==> src/rtl/flash_pwr_pkg.sv <==
package flash_pwr_pkg;
  typedef enum logic [1:0] {
    PS_ACTIVE  = 2'b00,
    PS_AUTO_LP = 2'b01,
    PS_STANDBY = 2'b10,
    PS_DEEP_PD = 2'b11
  } pwr_state_e;
endpackage

==> src/rtl/fpc_sync.sv <==
module fpc_sync #(
  parameter int unsigned W = 1,
  parameter logic [W-1:0] RST_VAL = '0
) (
  input  logic         clk,
  input  logic         rst_n,
  input  logic [W-1:0] d_i,
  output logic [W-1:0] q_o
);
  logic [W-1:0] meta_q;
  logic [W-1:0] sync_q;

  always_ff @(posedge clk or negedge rst_n) begin
    if (!rst_n) begin
      meta_q <= RST_VAL;
      sync_q <= RST_VAL;
    end else begin
      meta_q <= d_i;
      sync_q <= meta_q;
    end
  end

  assign q_o = sync_q;
endmodule

==> src/rtl/fpc_idle_det.sv <==
module fpc_idle_det #(
  parameter int unsigned ADDR_W      = 8,
  parameter int unsigned IDLE_CYCLES = 4
) (
  input  logic              clk,
  input  logic              rst_n,
  input  logic [ADDR_W-1:0] addr_s_i,
  output logic              quiet_o,
  output logic              changed_o
);
  localparam int unsigned CNT_W = $clog2(IDLE_CYCLES + 1);
  localparam logic [CNT_W-1:0] CNT_MAX = CNT_W'(IDLE_CYCLES);

  logic [ADDR_W-1:0] addr_q;
  logic [CNT_W-1:0]  cnt_q, cnt_d;
  logic              addr_en;

  always_comb begin
    changed_o = (addr_s_i != addr_q);
    addr_en   = changed_o;
    if (changed_o)          cnt_d = '0;
    else if (cnt_q == CNT_MAX) cnt_d = cnt_q;
    else                    cnt_d = cnt_q + 1'b1;
  end

  always_ff @(posedge clk or negedge rst_n) begin
    if (!rst_n) begin
      addr_q <= '0;
      cnt_q  <= '0;
    end else begin
      if (addr_en) addr_q <= addr_s_i;
      cnt_q <= cnt_d;
    end
  end

  assign quiet_o = (cnt_q == CNT_MAX) && !changed_o;
endmodule

==> src/rtl/fpc_fsm.sv <==
module fpc_fsm
  import flash_pwr_pkg::*;
(
  input  logic       clk,
  input  logic       rst_n,
  input  logic       ce_n_s_i,
  input  logic       oe_n_s_i,
  input  logic       rp_n_s_i,
  input  logic       busy_i,
  input  logic       quiet_i,
  input  logic       addr_chg_i,
  output pwr_state_e state_o,
  output logic       abort_o,
  output logic       clr_o
);
  pwr_state_e state_q, state_d;
  logic       abort_d, clr_d;
  logic       enter_dpd;

  always_comb begin
    state_d = state_q;
    if (!rp_n_s_i) begin
      state_d = PS_DEEP_PD;
    end else begin
      unique case (state_q)
        PS_ACTIVE: begin
          if (ce_n_s_i && !busy_i)
            state_d = PS_STANDBY;
          else if (!ce_n_s_i && !busy_i && !oe_n_s_i && quiet_i)
            state_d = PS_AUTO_LP;
        end
        PS_AUTO_LP: begin
          if (busy_i || addr_chg_i) state_d = PS_ACTIVE;
          else if (ce_n_s_i)        state_d = PS_STANDBY;
        end
        PS_STANDBY: begin
          if (!ce_n_s_i) state_d = PS_ACTIVE;
        end
        PS_DEEP_PD: begin
          state_d = ce_n_s_i ? PS_STANDBY : PS_ACTIVE;
        end
        default: state_d = PS_DEEP_PD;
      endcase
    end
    enter_dpd = (state_d == PS_DEEP_PD) && (state_q != PS_DEEP_PD);
    clr_d     = enter_dpd;
    abort_d   = enter_dpd && busy_i;
  end

  always_ff @(posedge clk or negedge rst_n) begin
    if (!rst_n) begin
      state_q <= PS_DEEP_PD;
      clr_o   <= 1'b1;
      abort_o <= 1'b0;
    end else begin
      state_q <= state_d;
      clr_o   <= clr_d;
      abort_o <= abort_d;
    end
  end

  assign state_o = state_q;
endmodule

==> src/rtl/flash_pwr_ctrl.sv <==
module flash_pwr_ctrl
  import flash_pwr_pkg::*;
#(
  parameter int unsigned ADDR_W      = 8,
  parameter int unsigned IDLE_CYCLES = 4
) (
  input  logic              clk,
  input  logic              rst_n,
  input  logic              ce_n_i,
  input  logic              oe_n_i,
  input  logic              rp_n_i,
  input  logic [ADDR_W-1:0] addr_i,
  input  logic              pe_busy_i,
  output logic              dq_oe_o,
  output logic              low_pwr_o,
  output logic              pe_abort_o,
  output logic              sr_clear_o,
  output logic [1:0]        state_o
);
  localparam int unsigned CTL_W = 3;

  logic             rst_meta_q, rst_s;
  logic [CTL_W-1:0] ctl_s;
  logic             ce_n_s, oe_n_s, rp_n_s;
  logic [ADDR_W-1:0] addr_s;
  logic             quiet, addr_chg;
  pwr_state_e       state;

  // reset: asserted at once, released through two flops
  always_ff @(posedge clk or negedge rst_n) begin
    if (!rst_n) begin
      rst_meta_q <= 1'b0;
      rst_s      <= 1'b0;
    end else begin
      rst_meta_q <= 1'b1;
      rst_s      <= rst_meta_q;
    end
  end

  // control pins: ce_n, oe_n idle high; rp_n held low (power-down) in reset
  fpc_sync #(.W(CTL_W), .RST_VAL(3'b011)) u_ctl_sync (
    .clk   (clk),
    .rst_n (rst_s),
    .d_i   ({rp_n_i, oe_n_i, ce_n_i}),
    .q_o   (ctl_s)
  );
  assign ce_n_s = ctl_s[0];
  assign oe_n_s = ctl_s[1];
  assign rp_n_s = ctl_s[2];

  fpc_sync #(.W(ADDR_W), .RST_VAL('0)) u_addr_sync (
    .clk   (clk),
    .rst_n (rst_s),
    .d_i   (addr_i),
    .q_o   (addr_s)
  );

  fpc_idle_det #(.ADDR_W(ADDR_W), .IDLE_CYCLES(IDLE_CYCLES)) u_idle (
    .clk       (clk),
    .rst_n     (rst_s),
    .addr_s_i  (addr_s),
    .quiet_o   (quiet),
    .changed_o (addr_chg)
  );

  fpc_fsm u_fsm (
    .clk        (clk),
    .rst_n      (rst_s),
    .ce_n_s_i   (ce_n_s),
    .oe_n_s_i   (oe_n_s),
    .rp_n_s_i   (rp_n_s),
    .busy_i     (pe_busy_i),
    .quiet_i    (quiet),
    .addr_chg_i (addr_chg),
    .state_o    (state),
    .abort_o    (pe_abort_o),
    .clr_o      (sr_clear_o)
  );

  assign state_o   = state;
  assign low_pwr_o = (state != PS_ACTIVE);
  assign dq_oe_o   = ((state == PS_ACTIVE) || (state == PS_AUTO_LP)) && !oe_n_s;
endmodule

==> config.mk <==
export PLATFORM = sky130hd
export DESIGN_NAME = flash_pwr_ctrl
export DESIGN_NICKNAME = d
export VERILOG_FILES = /design/src/rtl/flash_pwr_pkg.sv /design/src/rtl/fpc_sync.sv /design/src/rtl/fpc_idle_det.sv /design/src/rtl/fpc_fsm.sv /design/src/rtl/flash_pwr_ctrl.sv
export SDC_FILE = /design/constraint.sdc
export NUM_CORES = 1
export LEC_CHECK = 0
export ABC_CLOCK_PERIOD_IN_PS = 1600
export CAP_MARGIN = 10
export CORE_MARGIN = 3
export CORE_UTILIZATION = 45
export CTS_CLUSTER_DIAMETER = 50
export DETAILED_ROUTE_END_ITERATION = 8
export MAX_ROUTING_LAYER = met4
export PLACE_DENSITY = 0.68
export SYNTH_ARGS = -nofsm -noshare
export SYNTH_HDL_FRONTEND = slang
export SYNTH_SLANG_ARGS = --single-unit
==> constraint.sdc <==
create_clock -name clk -period 1.6 [get_ports clk]
set_input_delay 0.32 -clock clk [delete_from_list [all_inputs] [get_ports clk]]
set_output_delay 0.32 -clock clk [all_outputs]
set_load 0.02 [all_outputs]
==> results.md <==
- Largest net degree at the start of global routing: 38
- Synth Area in Compound Gates: 0.0348
- CP max stage cell: dfstp_2
- Antenna violations before repair: 0
- Final period util: 0.958
- Pleak: 0.676 nW
- Post-Syn Nets: 101
- Share of the synthesized area in the top cell type: 0.636
- Core area: 2570 µm²
- Buffers on Ports: 19
- CTS Hold Bufs: 0
- Crit end category: output port
- Clock root buffer: clkbuf_4
- Core Rows: 18
- Starting Density: 0.491
- Synth Area in XOR/XNOR: 0.0626
- Final instance area: 1530 µm²
- Worst-path fanout max: 3
- Multiplexer share of the synthesized area: 0
- IO Pins: 20
- Final Critical Period: 1.53 ns
- Die width: 58.9 µm
- Iteration-0 DRC Markers: 16
- Diode count: 0
- Hpwl dp: 1030 µm
- DP Area: 1470 µm²
- Final global-route overflow total: 0
- Most frequent cells after synthesis: dfrtp_1, clkbuf_1, xor2_1
- CTS buffer count: 5
- P per Cell Area: 1090 nW/µm²
- CTS tree: done
- Cell family with most CP delay: flip-flops
- Number of vias per cell: 4.72
- CP required: 1.28 ns
- CP Class: reg2out
- Setup crit start kind: flip-flop
- Largest family of logic cells by synthesized area: simple AND/OR/NAND/NOR gates
- Routed vias: 646
- Layout area overhead: 21.2%
- Clock Latency Late Sink: 0.33 ns
- Mapped Avg Cell Area: 14.8 µm²
- Clock tree buffer depth: 2
- Outcome: finished, final reports clean
- Most frequent cell after synthesis: dfrtp_1
- Adder-Cell Fraction of Synth Area: 0.0199
- Gate Count Post-Synth: 85
- Peak supply drop: 0.787 mV
- FF-to-FF path depth: 4
- Max-slew violation count: 0
- Post-Synth Simple-Gate Area: 0.0655
- Final core occ: 0.595
- Crit path DAT: 1.21 ns
- Cell Area, Synth: 1260 µm²
- Final hold vios: 0
- Top post-synthesis cells by area: dfrtp_1, dfstp_2, xor2_1
- Fraction of registers with async set/reset: 1.00
- Sink Count: 39
- Crit-path max cell delay: 0.55 ns
- Die Ht: 58.9 µm
- Routability cong.: 0.720
- R2r setup slk: 0.26 ns
- CP Depth: 1
- Post-layout nets: 122
- Fraction of layout cells with a size suffix above 1: 0.206
- First-pass DRT Iterations: 2
- DRC viols: 0
- Leading area contributor after synthesis: dfrtp_1
- TNS Setup: 0 ns
- Setup violations, final: 0
- Yosys reg bits: 39
- First-pass GRT wire length: 2670 µm
- Fmax: 653 MHz
- Most used DFF post-synth: dfrtp_1
- # fillers: 213
- Die area: 3470 µm²
- HP Class: in2async
- Reg clk slew, reported paths: 0.11 ns
- Clk_skew: 0.0101 ns
- Final ANT Viol Nets: 0
- Crit-path cells: dlygate4sd2_1
- Synth cell types: 20
- RSZ-0062 raised after global routing: no
- Vias in the first global route: 650
- Number of synthesized flops with an enable pin: 0
- Post-Route WL: 1570 µm
- Total GRT Usage: 0.117
- YS warnings: 0
- Post-DR wirelength/cell: 11.5 µm
- H-tree depth: 2
- Seq/Total Area, Yosys: 0.782
- Crit path buf inv count: 1
- Max_cap viols: 0
stage by stage:
stage          setup slack, ns  total power, mW  instances  hold slack, ns
3_5_place_dp            0.0334             1.20        128           0.310
5_1_grt                0.00879             1.75        137           0.110
6_report                0.0676             1.67        137           0.137
2_1_floorplan            0.413             1.14         85          0.0244
4_1_cts                0.00404             1.70        137           0.120
3_3_place_gp            0.0392             1.20        128           0.283
worst paths after layout:
| kind | from | endpoint |
|---|---|---|
| setup / recovery | u_fsm.state_o[0] | state_o[0] |
| hold / removal | rst_n | rst_s |
| setup reg to reg | u_idle.addr_q[2] | u_fsm.state_o[1] |
| hold reg to reg | rst_s | u_addr_sync.meta_q[7] |
| max in group asynchronous | rst_s | u_ctl_sync.meta_q[0] |
| min in group clk | u_ctl_sync.meta_q[0] | u_ctl_sync.q_o[0] |
per-layer routing:
layer / GRT usage / wire length, µm / vias up
li1: - / - / 305
met4: 0.0777 / 53 / 0
met2: 0.175 / 798 / 15
met1: 0.115 / 626 / 322
met5: - / 0 / -
met3: 0.0658 / 95 / 4
state kept, by name (all words and copies together), names as in the netlist:
name,cells
u_idle.addr_q,8
u_fsm.abort_o,1
u_fsm.clr_o,1
u_ctl_sync.q_o,3
rst_s,1
u_addr_sync.q_o,8
u_addr_sync.meta_q,8
u_ctl_sync.meta_q,3
u_idle.cnt_q,3
u_fsm.state_o,2
rst_meta_q,1
cell families after synthesis:
| logic type | after synthesis |
|---|---|
| buffers and inverters | 11 |
| adder cells (fa/ha/maj) | 2 |
| AO/OA/AOI/OAI | 6 |
| XOR/XNOR | 9 |
| other | 1 |
| flip-flops | 39 |
| AND/OR/NAND/NOR | 17 |
where the power goes:
group / switching (mW) / internal [mW]
registers: 0.0216 / 1.04
clock network: 0.282 / 0.213
logic: 0.0535 / 0.0578
total: 0.357 / 1.31
area by class of cell:
type	count	area [µm²]	area share
inverters	3	11.3	0.00738
clock buffers	7	55.1	0.0361
flip-flops and latches	39	985	0.645
repair buffers	22	199	0.130
well taps	30	37.5	0.0246
multi-input cells	35	234	0.153
clock inverters	1	5.00	0.00328
placed cells by master, fill, tap and decap left out, types with 3 or more instances in the layout:
master and count:
buf_4 3, clkbuf_4 5, clkdlybuf4s50_1 13, dfrtp_1 32, dfstp_2 7, dlygate4sd2_1 3, inv_1 3, nand2_1 5
nor2_1 5, xor2_1 8
what timing repair did:
action | 4_1_cts | 5_1_grt
pin swaps | 0 | 0
setup buffers | 1 | 0
gates resized for setup | 9 | 3
endpoints found under the setup margin | 6 | 3
No activity file was read; power rests on OpenSTA's default activity.
